[src/rtl/dacif_pkg.sv]
package dacif_pkg;
  parameter int CODE_W  = 10;
  parameter int FRAME_W = 16;
  parameter int PD_W    = 2;

  localparam int SEL_BIT  = FRAME_W - 1;
  localparam int GAIN_BIT = FRAME_W - 2;
  localparam int PD_TOP   = FRAME_W - 3;
  localparam int CODE_TOP = PD_TOP - PD_W;

  typedef struct packed {
    logic [PD_W-1:0]   pd;
    logic              gain;
    logic [CODE_W-1:0] code;
  } chan_cfg_t;
endpackage

[src/rtl/dacif_sync.sv]
module dacif_sync #(
  parameter int WIDTH  = 1,
  parameter int STAGES = 2,
  parameter logic [WIDTH-1:0] RST_VAL = '0
) (
  input  logic             clk,
  input  logic             rst_n,
  input  logic [WIDTH-1:0] d,
  output logic [WIDTH-1:0] q
);
  logic [STAGES-1:0][WIDTH-1:0] pipe_q;

  always_ff @(posedge clk or negedge rst_n) begin
    if (!rst_n) begin
      pipe_q <= {STAGES{RST_VAL}};
    end else begin
      pipe_q[0] <= d;
      for (int s = 1; s < STAGES; s++) pipe_q[s] <= pipe_q[s-1];
    end
  end

  assign q = pipe_q[STAGES-1];
endmodule

[src/rtl/dacif_deser.sv]
module dacif_deser
  import dacif_pkg::*;
(
  input  logic               clk,
  input  logic               rst_n,
  input  logic               frame_n,
  input  logic               sclk,
  input  logic               din,
  output logic               commit,
  output logic [FRAME_W-1:0] word,
  output logic               chain_bit
);
  localparam int CNT_W = $clog2(FRAME_W) + 1;
  localparam logic [CNT_W-1:0] CNT_MAX  = '1;
  localparam logic [CNT_W-1:0] CNT_FULL = CNT_W'(FRAME_W);

  logic [FRAME_W-1:0] shift_q, shift_n;
  logic [CNT_W-1:0]   cnt_q, cnt_n;
  logic               sclk_q, frame_q;
  logic               fall, f_start, f_end;

  assign fall    = sclk_q & ~sclk;
  assign f_start = frame_q & ~frame_n;
  assign f_end   = ~frame_q & frame_n;

  always_comb begin
    shift_n = shift_q;
    cnt_n   = f_start ? '0 : cnt_q;
    if (!frame_n && fall) begin
      shift_n = {shift_q[FRAME_W-2:0], din};
      if (cnt_n != CNT_MAX) cnt_n = cnt_n + 1'b1;
    end
  end

  always_ff @(posedge clk or negedge rst_n) begin
    if (!rst_n) begin
      shift_q <= '0;
      cnt_q   <= '0;
      sclk_q  <= 1'b0;
      frame_q <= 1'b1;
    end else begin
      shift_q <= shift_n;
      cnt_q   <= cnt_n;
      sclk_q  <= sclk;
      frame_q <= frame_n;
    end
  end

  assign commit    = f_end && (cnt_q == CNT_FULL);
  assign word      = shift_q;
  assign chain_bit = shift_q[FRAME_W-1];
endmodule

[src/rtl/dacif_chan.sv]
module dacif_chan
  import dacif_pkg::*;
(
  input  logic      clk,
  input  logic      rst_n,
  input  logic      wr_en,
  input  chan_cfg_t wr_cfg,
  input  logic      load,
  input  logic      clear,
  output chan_cfg_t hold_cfg,
  output chan_cfg_t out_cfg
);
  chan_cfg_t hold_q, hold_n, out_q, out_n;

  always_comb begin
    hold_n = wr_en ? wr_cfg : hold_q;
    out_n  = out_q;
    if (load) out_n = hold_q;
    if (clear) out_n.code = '0;
  end

  always_ff @(posedge clk or negedge rst_n) begin
    if (!rst_n) begin
      hold_q <= '0;
      out_q  <= '0;
    end else begin
      hold_q <= hold_n;
      out_q  <= out_n;
    end
  end

  assign hold_cfg = hold_q;
  assign out_cfg  = out_q;
endmodule

[src/rtl/dual_dac_ctrl.sv]
module dual_dac_ctrl
  import dacif_pkg::*;
#(
  parameter int SYNC_STAGES = 2
) (
  input  logic              clk,
  input  logic              rst_n,
  input  logic              ser_frame_n,
  input  logic              ser_clk,
  input  logic              ser_din,
  input  logic              chain_en,
  output logic              ser_dout,
  input  logic              load_n,
  input  logic              clear_n,
  output logic [CODE_W-1:0] code_a,
  output logic [CODE_W-1:0] code_b,
  output logic              gain_a,
  output logic              gain_b,
  output logic [PD_W-1:0]   pdmode_a,
  output logic [PD_W-1:0]   pdmode_b
);
  localparam int NCH = 2;

  logic [4:0] raw_in, sync_out;
  logic frame_s, sclk_s, din_s, ld_act, clr_act;
  logic commit;
  logic [FRAME_W-1:0] word;
  logic chain_bit;
  chan_cfg_t wr_cfg;
  chan_cfg_t [NCH-1:0] hold_w, out_w;
  logic [NCH-1:0][CODE_W-1:0] hold_code_w;

  assign raw_in = {clear_n, load_n, ser_din, ser_clk, ser_frame_n};

  dacif_sync #(.WIDTH(5), .STAGES(SYNC_STAGES), .RST_VAL(5'b11011)) sync_i (
    .clk(clk), .rst_n(rst_n), .d(raw_in), .q(sync_out));

  assign frame_s = sync_out[0];
  assign sclk_s  = sync_out[1];
  assign din_s   = sync_out[2];
  assign ld_act  = ~sync_out[3];
  assign clr_act = ~sync_out[4];

  dacif_deser deser_i (
    .clk(clk), .rst_n(rst_n), .frame_n(frame_s), .sclk(sclk_s), .din(din_s),
    .commit(commit), .word(word), .chain_bit(chain_bit));

  assign wr_cfg.pd   = word[PD_TOP -: PD_W];
  assign wr_cfg.gain = word[GAIN_BIT];
  assign wr_cfg.code = word[CODE_TOP -: CODE_W];

  for (genvar c = 0; c < NCH; c++) begin : g_chan
    dacif_chan chan_i (
      .clk(clk), .rst_n(rst_n),
      .wr_en(commit && (word[SEL_BIT] == c[0])),
      .wr_cfg(wr_cfg), .load(ld_act), .clear(clr_act),
      .hold_cfg(hold_w[c]), .out_cfg(out_w[c]));
    assign hold_code_w[c] = hold_w[c].code;
  end

  assign ser_dout = chain_en & chain_bit;
  assign code_a   = out_w[0].code;
  assign code_b   = out_w[1].code;
  assign gain_a   = out_w[0].gain;
  assign gain_b   = out_w[1].gain;
  assign pdmode_a = out_w[0].pd;
  assign pdmode_b = out_w[1].pd;
endmodule

[config.mk]
export PLATFORM = sky130hd
export DESIGN_NAME = dual_dac_ctrl
export DESIGN_NICKNAME = d
export VERILOG_FILES = /design/src/rtl/dacif_pkg.sv /design/src/rtl/dacif_sync.sv /design/src/rtl/dacif_deser.sv /design/src/rtl/dacif_chan.sv /design/src/rtl/dual_dac_ctrl.sv
export SDC_FILE = /design/constraint.sdc
export NUM_CORES = 1
export LEC_CHECK = 0
export ABC_AREA = 1
export BUFFER_PORTS_ARGS = -buffer_cell sky130_fd_sc_hd__buf_4
export CORE_MARGIN = 3
export CORE_UTILIZATION = 52
export CTS_CLUSTER_DIAMETER = 200
export DETAILED_ROUTE_END_ITERATION = 8
export PLACE_DENSITY = 0.75
export SLEW_MARGIN = 30
export SYNTH_ARGS = -nofsm -noshare
export SYNTH_HDL_FRONTEND = slang
export SYNTH_SLANG_ARGS = --single-unit
[constraint.sdc]
create_clock -name clk -period 1.4 [get_ports clk]
set_input_delay 0.21 -clock clk [delete_from_list [all_inputs] [get_ports clk]]
set_output_delay 0.21 -clock clk [all_outputs]
set_load 0.02 [all_outputs]
* After elaboration in Yosys (flattened, before gate mapping)
Index checks and enable logic that the tools add are counted.
Word-level totals: flip-flop bits (word level) 85, latch bits 0, memory bits (writable) 0, memory bits (read-only) 0, input bits 8, output and inout bits 27, logic and storage cells 42, memories kept 0
Operators by class: add/sub/neg operators 1, multiply operators 0, divide/modulo/power cells 0, $lt $le $gt $ge 0, equality and inequality tests 3, shift-type cells 0, multiplexer cells 7, bitwise gates (word level) 8, reduce and logical (&&, ||, !) cells 5
Operators with widths (count):
- 2-to-1 mux 10 bit | 4
- 2-to-1 mux 5 bit | 3
- adder 5 x 1 -> 5 bit (second input constant) | 1
- equality test 5 bit (second input constant) | 1
- != test 5 bit (second input constant) | 1
- AND 1 bit | 4
- logical AND 1 bit | 4
- NOT 1 bit | 4
- != test 2 bit (second input constant) | 1
- logical NOT 1 bit | 1

* Logic depth before layout (Yosys ltp)
depth in word-level cells 6, depth in mapped cells 8, depth with buffers taken out 8

* Hierarchy
From an unflattened synthesis, not the netlist that was laid out.
Unflattened totals: cells, all modules 364, area total of the unflattened synthesis 3449.6 µm²
Modules (own cells, without submodules):
- dacif_chan | instances 2, cells an instance 110, area each 1048.5 µm², seq. area each 650.6 µm²
- dacif_deser | instances 1, cells an instance 121, area each 1022.2 µm², seq. area each 576.8 µm²
- dacif_sync | instances 1, cells an instance 15, area each 297.8 µm², seq. area each 260.2 µm²
- dual_dac_ctrl | instances 1, cells an instance 8, area each 32.5 µm², seq. area each 0.0 µm²

* Worst setup path after synthesis
Ideal clock, no wire load.
kind register to register, from reg sync_i.pipe_q, in the netlist sync_i.q[0], to reg g_chan[0].chan_i.hold_q, in the netlist g_chan[0].chan_i.hold_cfg[2], setup time 0.119 ns, arrival time 1.200 ns, data required time 1.281 ns, slack 0.081 ns, stages on the path, launching flop included 9, path buffers 1, period minus slack after synthesis 1.319 ns, cells stage by stage dfstp_2 > inv_2 > nor2_2 > nand2_2 > nor2_4 > nand2_4 > buf_6 > nand2_1 > o21ai_2
On the way: longest elaborated chain between the ends 3
RTL lines:
- start: declaration | RTL line dacif_sync.sv:11 | logic [STAGES-1:0][WIDTH-1:0] pipe_q;
- start signal: assignment | RTL line dacif_sync.sv:15 | pipe_q <= {STAGES{RST_VAL}};
- AND 1 bit | RTL line dacif_deser.sv:24 | assign f_end = ~frame_q & frame_n;
- logical AND 1 bit | RTL line dacif_deser.sv:49 | assign commit = f_end && (cnt_q == CNT_FULL);
- logical AND 1 bit | RTL line dual_dac_ctrl.sv:55 | .wr_en(commit && (word[SEL_BIT] == c[0])),
- end signal: assignment | RTL line dacif_chan.sv:27 | hold_q <= hold_n;
- end: declaration | RTL line dacif_chan.sv:13 | chan_cfg_t hold_q, hold_n, out_q, out_n;
Every way passes these cells. A chain may end at the register's enable or synchronous reset.

* Worst setup path after layout
from reg sync_i.pipe_q, in the netlist sync_i.q[0], to reg g_chan[0].chan_i.hold_q, in the netlist g_chan[0].chan_i.hold_cfg[8]
The elaborated chain is that of the path after synthesis.

==> impl_metrics.ini <==
[synthesis]
synth_cells = 330
synth_edf_count = 0
synth_ff_type = dfrtp_1
ys_top_cells_by_area = dfrtp_1 57%, nand2_1 12%, dfstp_2 7.1%
synth_top_area_share = 0.571
syn-num-nets = 338
yosysWarnings = 0
yosys-top-cells-count = 103 x nand2_1, 76 x dfrtp_1, 43 x nand3_1, 23 x inv_1, 22 x o21ai_2
yosysSeqAreaShare = 0.642
syn_avg_cell_area_um2 = 10.1
ys_ff_latch = 85
syn_area_um2 = 3330
async_flop_share = 1.00
yosys.area.top_type = dfrtp_1
yosysMostFrequentCell = nand2_1
synthDistinctLibCells = 23

[sta]
hold_viol = 0
period_share = 0.988
max_freq_mhz = 723
setup_violations = 0
post-route-min-period_ns = 1.38
skew_ns = 0.00917
rsz0062_at_grt = yes
max_slew_margin = 0.695
tightestPinTransition_ns = 0.458
slew_viol_final = 0
hold_ws_ns = 0.339

[final_layout]
drive_gt1_frac = 0.335
fin_nets = 391
fill_cells = 467
finish.utilization = 0.694
finalInstanceArea_um2 = 4210
num_antenna_cells = 0
syn_to_final_growth_pct = 26.2

[placement]
place_area_um2 = 3700
portBuffers = 34
gp_congestion = 0.733
place_hpwl_mm = 3.97

[power]
p_leak_uw = 0.00208
p_total_uw = 4980
power_density_nw_per_um2 = 1180
ir_worst_vdd_mv = 0.899

[run]
max_cap_violations = 0

[floorplan]
die_area_um2 = 7400
die_w_um = 86.0
io_pins = 35
initial_core_util = 0.550
core_area_um2 = 6060
rows = 28
die_y_um = 86.0

[detailed_routing]
ant_nets = 0
routed_via_density = 5.31
wirelength_mm = 6.86
first_iter_violations = 220
drc = 0
vias = 2457
routedWlPerCell_um = 14.8
first_pass_iters = 4

[worst_setup_path]
cp.required_ns = 1.66
worstSetupPathType = reg -> reg
crit_path_max_fanout = 6
critPathArrivalTime_ns = 1.64
start_kind = flip-flop
critPathCaptureType = flip-flop

[clock_network]
clock-sinks = 85
cts_buffers = 9
ctsHtreeMaxLevel = 3
cts_tree = done
clock_path_buffers = 2
clock_latency_ns = 0.36
cts.clk_slew.worst_paths_ns = 0.08
clock-root-buffer = clkbuf_8

[global_routing]
grt_pass1_wl_mm = 11.3
grt.overflow.total = 0
grt_max_degree = 41
grt.total_usage = 0.198
grt_pass1_vias = 2376
antenna_found_initial = 0

[outcome]
status = complete, no violations

[min_path]
hp-class = in -> async
[cell usage in the layout (no fill, tap or decap)]
cell           count
nand2_1           85
dfrtp_1           75
nand3_1           43
buf_4             43
o21ai_2           25
inv_1             23
nand2_2           17
o21ai_0           16
clkbuf_8          10
dfstp_2            9
nor2_1             6
dlygate4sd3_1      6
nand2_8            4
nand2_4            4
buf_12             4
bufinv_16          3
nor2_2             2
clkinvlp_4         2
nor3_4             1
inv_2              1
nand4_1            1
nand3_2            1
a21boi_1           1
clkinv_1           1
nor2_4             1
o21ai_1            1
clkinv_2           1
dfrtp_2            1
buf_6              1
[registers in the layout (all words and copies together), names as in the netlist]
name                    cells
deser_i.cnt_q               5
deser_i.word               16
deser_i.frame_q             1
sync_i.pipe_q               5
g_chan.chan_i.out_cfg      26
sync_i.q                    5
deser_i.sclk_q              1
g_chan.chan_i.hold_cfg     26
[worst max-delay path, stage by stage (launching register included)]
cell	delay, ns
dfstp_2	0.54
inv_2	0.04
nor2_2	0.08
nand2_2	0.07
nor2_4	0.12
buf_12	0.16
nand2_4	0.09
nand2_2	0.11
o21ai_2	0.05
[final cells by class]
type | count | area, um2 | share of cell area
Sequential cell | 85 | 2140 | 0.509
Multi-Input combinational cell | 208 | 1160 | 0.275
Timing Repair Buffer | 54 | 474 | 0.113
Clock buffer | 10 | 138 | 0.0327
Clock inverter | 6 | 110 | 0.0262
Inverter | 25 | 93.8 | 0.0223
Tap cell | 75 | 93.8 | 0.0223
[final timing paths]
| kind | startpoint | end | slack (ns) | cells after the start |
|---|---|---|---|---|
| min | rst_n | g_chan[0].chan_i.hold_cfg[10] | 0.34 | 2 |
| max reg2reg | sync_i.q[0] | g_chan[0].chan_i.hold_cfg[8] | 0.02 | 8 |
| max | sync_i.q[0] | g_chan[0].chan_i.hold_cfg[8] | 0.02 | 8 |
| max in group asynchronous | rst_n | sync_i.pipe_q[4] | 0.49 | 3 |
| min in group clk | sync_i.pipe_q[4] | sync_i.q[4] | 0.36 | 0 |
| min reg2reg | sync_i.pipe_q[4] | sync_i.q[4] | 0.36 | 0 |
[stage by stage]
step / TNS, ns / setup slack (ns) / cells
6_report: 0 / 0.0175 / 463
5_1_grt: -0.693 / -0.0656 / 463
4_1_cts: 0 / 0.00203 / 459
3_3_place_gp: 0 / 0.0126 / 433
2_1_floorplan: 0 / 0.0809 / 330
3_5_place_dp: -0.0809 / -0.0235 / 433
[metal layers]
metal | vias up | GRT usage | part of all wire
li1 | 1168 | - | -
met2 | 71 | 0.317 | 0.50
met3 | 10 | 0.0730 | 0.059
met1 | 1208 | 0.252 | 0.43
met4 | 0 | 0.0604 | 0.015
met5 | - | 0 | 0
[logic make-up after synthesis]
kind of cell	after synthesis	synth area share
AOI/OAI and AO/OA	43	0.0901
buffers and inverters	41	0.0559
DFF	85	0.642
and+or+nand+nor	161	0.212
[power by group]
group	total [uW]	internal [uW]	switching (uW)
Sequential	2590	2540	45.7
Combinational	299	93.8	206
Clock	2090	1230	860
Total	4980	3870	1110
[what timing repair did]
action / 4_1_cts / 5_1_grt
setup buffers: 2 / 2
setup endpoints to repair: 16 / 32
hold buffers: 6 / 0
resized for setup: 5 / 25
gates cloned: 2 / 2
hold endpoints to repair: 34 / 0
pin swaps: 2 / 3
(Power assumes the default switching activity.)
